$ cat src/rtl/lru_hl_pkg.sv
package lru_hl_pkg;

    localparam int WAYS  = 4;
    localparam int WAY_W = $clog2(WAYS);

    typedef logic [WAY_W-1:0] way_t;

    // Recency order, element 0 is the most recent way.
    typedef logic [0:WAYS-1][WAY_W-1:0] order_t;

    // Packed per-set state: two leading ways and the hidden-pair selector.
    typedef struct packed {
        way_t first;
        way_t second;
        logic pick_hi;
    } hl_code_t;

    localparam hl_code_t RESET_CODE = '{first: 2'd0, second: 2'd1, pick_hi: 1'b0};

endpackage

$ cat src/rtl/hl_decode.sv
module hl_decode
    import lru_hl_pkg::*;
(
    input  hl_code_t code_i,
    output order_t   order_o
);

    way_t lo_way;
    way_t hi_way;

    // Find the two ways absent from the leading fields, in ascending order.
    always_comb begin
        int found;
        lo_way = '0;
        hi_way = '0;
        found  = 0;
        for (int v = 0; v < WAYS; v++) begin
            if (way_t'(v) != code_i.first && way_t'(v) != code_i.second) begin
                if (found == 0) lo_way = way_t'(v);
                else            hi_way = way_t'(v);
                found++;
            end
        end
    end

    always_comb begin
        order_o[0] = code_i.first;
        order_o[1] = code_i.second;
        order_o[2] = code_i.pick_hi ? hi_way : lo_way;
        order_o[3] = code_i.pick_hi ? lo_way : hi_way;
    end

endmodule

$ cat src/rtl/hl_encode.sv
module hl_encode
    import lru_hl_pkg::*;
(
    input  order_t   order_i,
    output hl_code_t code_o
);

    always_comb begin
        code_o.first   = order_i[0];
        code_o.second  = order_i[1];
        code_o.pick_hi = (order_i[2] > order_i[3]);
    end

endmodule

$ cat src/rtl/order_promote.sv
module order_promote
    import lru_hl_pkg::*;
(
    input  order_t order_i,
    input  way_t   way_i,
    output order_t order_o
);

    localparam int POS_W = $clog2(WAYS);

    logic [POS_W-1:0] pos;

    always_comb begin
        pos = POS_W'(WAYS - 1);
        for (int p = WAYS - 1; p >= 0; p--) begin
            if (order_i[p] == way_i) pos = POS_W'(p);
        end
    end

    // Ways ahead of the promoted one slide back one place; the rest stay.
    always_comb begin
        order_o[0] = way_i;
        for (int k = 1; k < WAYS; k++) begin
            if (k <= int'(pos)) order_o[k] = order_i[k-1];
            else                order_o[k] = order_i[k];
        end
    end

endmodule

$ cat src/rtl/lru_hl_tracker.sv
module lru_hl_tracker
    import lru_hl_pkg::*;
#(
    parameter int NUM_SETS = 16,
    localparam int SET_W   = (NUM_SETS > 1) ? $clog2(NUM_SETS) : 1
) (
    input  logic             clk_i,
    input  logic             rst_ni,
    input  logic [SET_W-1:0] acc_set_i,
    input  logic             acc_valid_i,
    input  logic             acc_hit_i,
    input  logic [1:0]       acc_hit_way_i,
    output logic [1:0]       victim_way_o,
    output logic             fill_valid_o,
    output logic [1:0]       fill_way_o,
    output logic [7:0]       order_o
);

    typedef hl_code_t [NUM_SETS-1:0] code_arr_t;

    typedef struct packed {
        code_arr_t codes;
    } state_t;

    state_t   state_d, state_q;
    hl_code_t cur_code;
    hl_code_t new_code;
    order_t   cur_order;
    order_t   new_order;
    way_t     target_way;

    assign cur_code = state_q.codes[acc_set_i];

    hl_decode u_decode (
        .code_i  (cur_code),
        .order_o (cur_order)
    );

    assign victim_way_o = cur_order[WAYS-1];
    assign fill_way_o   = cur_order[WAYS-1];
    assign fill_valid_o = acc_valid_i && !acc_hit_i;
    assign order_o      = cur_order;
    assign target_way   = acc_hit_i ? acc_hit_way_i : cur_order[WAYS-1];

    order_promote u_promote (
        .order_i (cur_order),
        .way_i   (target_way),
        .order_o (new_order)
    );

    hl_encode u_encode (
        .order_i (new_order),
        .code_o  (new_code)
    );

    always_comb begin
        state_d = state_q;
        if (acc_valid_i) state_d.codes[acc_set_i] = new_code;
    end

    always_ff @(posedge clk_i) begin
        if (!rst_ni) begin
            for (int s = 0; s < NUM_SETS; s++) state_q.codes[s] <= RESET_CODE;
        end else begin
            state_q <= state_d;
        end
    end

    // the way that hit becomes the most recent in the stored state.
    a_r2_hit_to_front: assert property (@(posedge clk_i) disable iff (!rst_ni)
        (acc_valid_i && acc_hit_i) |=>
            state_q.codes[$past(acc_set_i)].first == $past(acc_hit_way_i));

    // the reported victim becomes the most recent way after a miss.
    a_r4_miss_victim_front: assert property (@(posedge clk_i) disable iff (!rst_ni)
        (acc_valid_i && !acc_hit_i) |=>
            state_q.codes[$past(acc_set_i)].first == $past(victim_way_o));

    // a hit on the front way leaves the set's code untouched.
    a_r3_front_hit_keeps: assert property (@(posedge clk_i) disable iff (!rst_ni)
        (acc_valid_i && acc_hit_i && acc_hit_way_i == order_o[7:6]) |=>
            state_q.codes[$past(acc_set_i)] == $past(state_q.codes[acc_set_i]));

    // without a strobe the whole state array holds.
    a_r7_idle_keeps: assert property (@(posedge clk_i) disable iff (!rst_ni)
        !acc_valid_i |=> state_q == $past(state_q));

    // the two leading fields never name the same way.
    a_r8_distinct_lead: assert property (@(posedge clk_i) disable iff (!rst_ni)
        cur_code.first != cur_code.second);

    // the victim is never one of the two most recent ways.
    a_r5_victim_hidden: assert property (@(posedge clk_i) disable iff (!rst_ni)
        victim_way_o != cur_code.first && victim_way_o != cur_code.second);

endmodule

$ cat config.mk
export PLATFORM = sky130hd
export DESIGN_NAME = lru_hl_tracker
export DESIGN_NICKNAME = d
export VERILOG_FILES = /design/src/rtl/lru_hl_pkg.sv /design/src/rtl/hl_decode.sv /design/src/rtl/hl_encode.sv /design/src/rtl/order_promote.sv /design/src/rtl/lru_hl_tracker.sv
export SDC_FILE = /design/constraint.sdc
export NUM_CORES = 1
export LEC_CHECK = 0
export ABC_AREA = 1
export BUFFER_PORTS_ARGS = -buffer_cell sky130_fd_sc_hd__buf_2
export CAP_MARGIN = 10
export CELL_PAD_IN_SITES_DETAIL_PLACEMENT = 0
export CELL_PAD_IN_SITES_GLOBAL_PLACEMENT = 2
export CORE_ASPECT_RATIO = 1.1
export CORE_MARGIN = 5
export CORE_UTILIZATION = 25
export CTS_CLUSTER_SIZE = 14
export DETAILED_ROUTE_END_ITERATION = 7
export PLACE_DENSITY_LB_ADDON = 0.1
export SETUP_SLACK_MARGIN = 0.15
export SLEW_MARGIN = 10
export SYNTH_ARGS = -nofsm -noshare
export SYNTH_HDL_FRONTEND = slang
export SYNTH_SLANG_ARGS = --single-unit
$ cat constraint.sdc
create_clock -name clk_i -period 3.95 [get_ports clk_i]
set_input_delay 0.1975 -clock clk_i [delete_from_list [all_inputs] [get_ports clk_i]]
set_output_delay 0.1975 -clock clk_i [all_outputs]
set_load 0.05 [all_outputs]
# [Yosys cells after proc, flatten, opt, wreduce, memory -nomap -nowiden]
# Cells that the tools add are included.
[word_totals] register_bits=80 latch_bits=0 ramBits=0 rom_bits=0 inputBits=10 memories=0
[classes] add_sub_neg=2 n_mul=0 div=0 n_lt_le_gt_ge=6 eq_ne=9 n_shift=0 mux=29 bitwise_logic=0 reduce_logical=12
[ops] cell="$logic_not 32->1" n=3
[ops] cell="$bwmux 80" n=1
[ops] cell="$mux 32" n=2
[ops] cell="$mux 2" n=18
[ops] cell="$add 32x2->32 const B" n=1
[ops] cell="$bmux 5 s4" n=1
[ops] cell="$demux 5 s4" n=1
[ops] cell="$mux 5" n=2
[ops] cell="$ne 2x2->1 const A" n=4
[ops] cell="$eq 2x2->1" n=3
[ops] cell="$logic_and 1x1->1" n=6
[ops] cell="$lt 4x5->1 const B" n=1
[ops] cell="$ge 4x1->1 const B" n=1
[ops] cell="$le 2x2->1 const A" n=2
[ops] cell="$mux 1" n=4
[ops] cell="$ne 1x2->1 const A" n=2
[ops] cell="$reduce_bool 2->1" n=2
[ops] cell="$add 1x1->2 const B" n=1
[ops] cell="$gt 2x2->1" n=1
[ops] cell="$le 1x2->1 const A" n=1
[ops] cell="$logic_not 1->1" n=1

# [Logic depth before layout (Yosys ltp)]
[depth] ltp_word=22 ltp_mapped=36

# [Modules after synthesis]
# Synthesis repeated with hierarchy kept, for this count alone.
[hier_totals] cells_unflattened=744 hier_area_um2=4603.2
[by_module_without_submodules] module="lru_hl_tracker" instances=1 cells_per_inst=632 area_each_um2=4016.4 seq_area_each_um2=1601.5
[by_module_without_submodules] module="hl_decode" instances=1 cells_per_inst=51 area_each_um2=264.0 seq_area_each_um2=0.0
[by_module_without_submodules] module="order_promote" instances=1 cells_per_inst=47 area_each_um2=232.7 seq_area_each_um2=0.0
[by_module_without_submodules] module="hl_encode" instances=1 cells_per_inst=14 area_each_um2=90.1 seq_area_each_um2=0.0

# [Worst setup path before layout]
# No wires, ideal clock.
[synth_timing] kind="in2reg" from="input port acc_set_i[0]" to="register state_q[50] in the netlist's numbering" setup_ns=0.136 t_arrival_ns=4.227 path_slack_ns=-0.413 stages=32 path_buffers=3 cell_sequence="buf_6 -> buf_2 -> nand2_1 -> nand2_1 -> nand2_1 -> nand2_1 -> nand2_1 -> nand2_1 -> inv_1 -> nand2_2 -> nand2_1 -> nand2_1 -> inv_1 -> ha_1 -> nand3b_1 -> nand2_1 -> nand2_4 -> nand2_1 -> o21ai_1 -> inv_1 -> nand2_1 -> nand2_1 -> nand2_1 -> nand3_1 -> nand2_1 -> nand2_1 -> ha_1 -> nand2_1 -> a22oi_1 -> inv_1 -> clkbuf_1 -> a21oi_1"
[synth_between] word_cells_on_any_way=54
[synth_rtl] item="from (decl)" line_no="lru_hl_tracker.sv:9" rtl="input logic [SET_W-1:0] acc_set_i,"
[synth_rtl] item="$bmux 5 s4 *" line_no="lru_hl_tracker.sv:32" rtl="assign cur_code = state_q.codes[acc_set_i];"
[synth_rtl] item="$mux 5 (not written as such) *" line_no="lru_hl_tracker.sv:32"
[synth_rtl] item="named net order_o[6]" line_no="lru_hl_tracker.sv:16" rtl="output logic [7:0] order_o"
[synth_rtl] item="$reduce_bool 2->1" line_no="hl_decode.sv:18" rtl="if (way_t'(v) != code_i.first && way_t'(v) != code_i.second) begin"
[synth_rtl] item="$logic_and 1x1->1" line_no="hl_decode.sv:18"
[synth_rtl] item="$mux 1" line_no="hl_decode.sv:18"
[synth_rtl] item="$add 1x1->2" line_no="hl_decode.sv:21" rtl="found++;"
[synth_rtl] item="$mux 32" line_no="hl_decode.sv:18"
[synth_rtl] item="[6 not listed]"
[synth_rtl] item="named net order_o[3]" line_no="lru_hl_tracker.sv:16"
[synth_rtl] item="$eq 2x2->1" line_no="order_promote.sv:16" rtl="if (order_i[p] == way_i) pos = POS_W'(p);"
[synth_rtl] item="$mux 1" line_no="order_promote.sv:16"
[synth_rtl] item="$mux 2 (2 in series)" line_no="order_promote.sv:16"
[synth_rtl] item="$le 2x2->1" line_no="order_promote.sv:24" rtl="if (k <= int'(pos)) order_o[k] = order_i[k-1];"
[synth_rtl] item="$mux 2" line_no="order_promote.sv:24"
[synth_rtl] item="$gt 2x2->1 *" line_no="hl_encode.sv:11" rtl="code_o.pick_hi = (order_i[2] > order_i[3]);"
[synth_rtl] item="$bwmux 80 *" line_no="lru_hl_tracker.sv:58" rtl="if (acc_valid_i) state_d.codes[acc_set_i] = new_code;"
[synth_rtl] item="to (signal assigned)" line_no="lru_hl_tracker.sv:65" rtl="state_q <= state_d;"
[synth_rtl] item="to (decl)" line_no="lru_hl_tracker.sv:25" rtl="state_t state_d, state_q;"
# The timed path passes the listed nets; every way through them passes the cells marked *. The select of a mux whose other input is x is not followed.
# A chain may end at the register's enable or synchronous reset.

# [Worst setup path after layout]
[layout_timing] from="register state_q[2] in the netlist's numbering" to="register state_q[70] in the netlist's numbering"
[layout_between] elab_chain_len=22 word_cells_on_any_way=45
[layout_rtl] item="$bmux 5 s4 *" line_no="lru_hl_tracker.sv:32"
[layout_rtl] item="$mux 5 (not written as such) *" line_no="lru_hl_tracker.sv:32"
[layout_rtl] item="$reduce_bool 2->1" line_no="hl_decode.sv:18"
[layout_rtl] item="$logic_and 1x1->1" line_no="hl_decode.sv:18"
[layout_rtl] item="$mux 1" line_no="hl_decode.sv:18"
[layout_rtl] item="$add 1x1->2 or $logic_not 32->1 (tied branches)" line_no="hl_decode.sv:21, hl_decode.sv:19"
[layout_rtl] item="$mux 32 or $mux 1 (tied branches)" line_no="hl_decode.sv:18, hl_decode.sv:19"
[layout_rtl] item="$add 32x2->32 (tied with other cells)" line_no="hl_decode.sv:21"
[layout_rtl] item="[5 not listed]"
[layout_rtl] item="$mux 2" line_no="lru_hl_tracker.sv:43" rtl="assign target_way = acc_hit_i ? acc_hit_way_i : cur_order[WAYS-1];"
[layout_rtl] item="$eq 2x2->1" line_no="order_promote.sv:16"
[layout_rtl] item="$mux 1" line_no="order_promote.sv:16"
[layout_rtl] item="$mux 2 (2 in series)" line_no="order_promote.sv:16"
[layout_rtl] item="$le 2x2->1" line_no="order_promote.sv:24"
[layout_rtl] item="$mux 2" line_no="order_promote.sv:24"
[layout_rtl] item="$gt 2x2->1 *" line_no="hl_encode.sv:11"
[layout_rtl] item="$bwmux 80 *" line_no="lru_hl_tracker.sv:58"
# Every way passes the cells marked *; elsewhere a longest branch is shown, timed or not. The select of a mux whose other input is x is not followed.

==> results.sh <==
export IMPL_hold_start="acc_hit_way_i[0]"
export IMPL_finalCritPeriodShare=0.886
export IMPL_yosysUniqueCellTypes=32
export IMPL_hold_path_depth=5
export IMPL_finalNonFillerCells=994
export IMPL_rrSetupSlack_ns=0.45
export IMPL_ys_top_cells_by_area="dfxtp_1 35%, nand2_1 20%, nor2_1 6.4%"
export IMPL_synthAdderAreaFrac=0.0109
export IMPL_finalHoldViolations=0
export IMPL_tns_ns=0
export IMPL_clock_sinks=80
export IMPL_rsz0062_at_grt="false"
export IMPL_worst_setup_path_end_kind="register"
export IMPL_finalCriticalPeriod_ns=3.50
export IMPL_cts_tree="built"
export IMPL_hold_class="input port to register"
export IMPL_fmax_mhz=286
export IMPL_crit_slowest_cell="dfxtp_1"
export IMPL_area_growth_pct=18.6
export IMPL_synth_nets=730
export IMPL_grt_pass1_vias=4349
export IMPL_finalSetupViolations=0
export IMPL_clockRootBuffer="clkbuf_16"
export IMPL_rows=52
export IMPL_synthSimpleGateAreaFrac=0.397
export IMPL_firstDrtPassIters=5
export IMPL_viasPerCell=4.50
export IMPL_io_buffers=22
export IMPL_synth_top_family_by_area="simple AND/OR/NAND/NOR gates"
export IMPL_drive_above_1_share=0.168
export IMPL_ir_worst_vdd_mv=0.187
export IMPL_grt_max_degree=38
export IMPL_r2r_end="state_q[70]"
export IMPL_grt_overflow=0
export IMPL_gp_congestion=0.776
export IMPL_clk_insertion_delay_late_ns=0.34
export IMPL_run_status="completed"
export IMPL_antenna_left=0
export IMPL_reg_top3="state_q (80)"
export IMPL_coreArea_sq_um=18300
export IMPL_drtIter0Drc=222
export IMPL_worst_setup_path_start_kind="register"
export IMPL_reg2reg_from="state_q[2]"
export IMPL_drt_wl_total_um=15600
export IMPL_cp_required_ns=4.22
export IMPL_p_leak_nw=2.64
export IMPL_power_mw=2.32
export IMPL_dieArea_sq_um=21300
export IMPL_synth_area_sq_um=4610
export IMPL_dpl_instance_area_sq_um=5100
export IMPL_crit_arrival_ns=3.77
export IMPL_wl_per_cell_um=15.7
export IMPL_initial_core_util=0.252
export IMPL_grtUsageTotal=0.149
export IMPL_largest_register_ffs=80
export IMPL_fin_worst_skew_ns=0.00943
export IMPL_antenna_cells=0
export IMPL_critPathBufInv=5
export IMPL_worst_pin_slew_ns=0.881
export IMPL_grt_pass1_wl_um=24900
export IMPL_largest_register="state_q"
export IMPL_fillers=2042
export IMPL_io_pins=23
export IMPL_r2r_cells=31
export IMPL_clk_path_buf_depth=2
export IMPL_slowest_delay_ns=0.31
export IMPL_maxSlewHeadroom=0.411
export IMPL_cts_buffers=9
export IMPL_ys_ff_latch=80
export IMPL_hpwl_um=11100
export IMPL_die_height_um=152
export IMPL_avgSynthCellArea_sq_um=6.44
export IMPL_cts_max_level=3
export IMPL_final_max_slew_viol_count=0
export IMPL_seq_area_frac_synth=0.347
export IMPL_crit_top_cell="nand2_1"
export IMPL_power_density_nw_per_um2=424
export IMPL_place_inst=975
export IMPL_yosys_mux_area_fraction=0
export IMPL_antenna_found_initial=0
export IMPL_cts_clk_slew_worst_paths_ns=0.07
export IMPL_synth_xor_area_share=0
export IMPL_drc=0
export IMPL_cp_max_fo=16
export IMPL_min_to="state_q[53]"
export IMPL_finalNetCount=760
export IMPL_synth_cells=716
export IMPL_cap_violations=0
export IMPL_vias=4472
export IMPL_die_x_um=140
export IMPL_synth_compound_area_frac=0.135
export IMPL_design_area_sq_um=5470
export IMPL_synthDominantCellAreaShare=0.347
export IMPL_crit_type="register to register"
export IMPL_path_depth=31
export IMPL_crit_family="simple AND/OR/NAND/NOR gates"
export IMPL_yosysTopAreaCell="dfxtp_1"
export IMPL_yosysWarnings=0
==> worst register-to-register path, delay by kind of cell (launching register included) <==
family / cells / cell delay, ns
adders and majority gates: 2 / 0.59
and+or+nand+nor: 21 / 1.64
DFF: 1 / 0.31
AOI/OAI and AO/OA: 3 / 0.39
buffers and inverters: 5 / 0.48
==> layout make-up <==
| cell class | count | area, sq um | share of cell area |
|---|---|---|---|
| Inverter | 82 | 313 | 0.0572 |
| Tap cell | 243 | 304 | 0.0556 |
| Timing Repair Buffer | 48 | 380 | 0.0695 |
| Sequential cell | 80 | 1600 | 0.293 |
| Clock inverter | 5 | 63.8 | 0.0117 |
| Clock buffer | 11 | 253 | 0.0462 |
| Multi-Input combinational cell | 525 | 2560 | 0.467 |
==> power breakdown <==
part | internal, mW | switching (mW) | total, mW
sequential | 0.824 | 0.00895 | 0.833
clock | 0.530 | 0.376 | 0.905
combinational | 0.178 | 0.401 | 0.579
==> worst max-delay path by stage <==
stage,from,end,slack (ns)
floorplan,acc_set_i[0],state_q[50],0.18
global placement,acc_set_i[0],state_q[0],0.009
detailed placement,acc_set_i[0],state_q[60],-0.02
CTS,state_q[21],state_q[70],0.29
global route,state_q[7],state_q[20],0.15
finish,state_q[2],state_q[70],0.45
==> placed cells by master, fill, tap and decap left out, drive strengths merged <==
| master | synthesis | layout |
|---|---|---|
| nand4 | 3 | 3 |
| nand2 | 264 | 264 |
| clkinv | 1 | 3 |
| dfxtp | 80 | 80 |
| or2 | 2 | 2 |
| o21bai | 1 | 1 |
| o21ai | 53 | 53 |
| a22oi | 9 | 9 |
| nand3 | 51 | 51 |
| nor2 | 83 | 83 |
| buf | 16 | 48 |
| o22ai | 1 | 1 |
| ha | 4 | 4 |
| clkinvlp | 0 | 1 |
| a21boi | 1 | 1 |
| o21a | 2 | 2 |
| nand3b | 1 | 1 |
| o211ai | 2 | 2 |
| inv | 81 | 82 |
| bufinv | 0 | 1 |
| clkbuf | 13 | 11 |
| a21oi | 48 | 48 |
==> Yosys cell counts <==
library cell  instances
nand2_1             251
dfxtp_1              80
nor2_1               79
inv_1                75
o21ai_0              49
a21oi_1              48
nand3_1              26
nand3_2              24
clkbuf_1             13
a22oi_1               9
nand2_4               9
buf_4                 7
buf_6                 6
inv_2                 5
ha_1                  4
nand2_2               4
o21ai_1               4
nand4_1               3
nor2_4                3
buf_2                 2
o211ai_1              2
o21a_1                2
or2_2                 2
a21boi_1              1
buf_8                 1
clkinv_1              1
inv_4                 1
nand3_4               1
nand3b_1              1
nor2_2                1
o21bai_1              1
o22ai_1               1
==> routing by layer <==
metal / up-vias / global-route usage / wire, um
met5: - / 0 / 0
met2: 85 / 0.253 / 7560
met4: 0 / 0.0373 / 165
li1: 2317 / - / -
met3: 10 / 0.0264 / 694
met1: 2060 / 0.197 / 7190
==> repair_timing <==
action,4_1_cts,5_1_grt
buffers inserted,0,3
hold buffers,0,0
gates resized for setup,0,13
endpoints found under the setup margin,0,16
==> stage by stage <==
stage / setup slack (ns) / util / hold WS [ns]
6_report: 0.450 / 0.299 / 0.385
3_3_place_gp: 0.00867 / 0.279 / 0.455
3_5_place_dp: -0.0166 / 0.279 / 0.455
4_1_cts: 0.291 / 0.296 / 0.376
2_1_floorplan: 0.180 / - / 0.441
5_1_grt: 0.154 / 0.299 / 0.463
==> logic make-up after synthesis <==
| group | after synthesis |
|---|---|
| and+or+nand+nor | 404 |
| AOI/OAI and AO/OA | 117 |
| buffers and inverters | 111 |
| DFF | 80 |
| adders and majority gates | 4 |
Power figures use the tool's default switching activity.
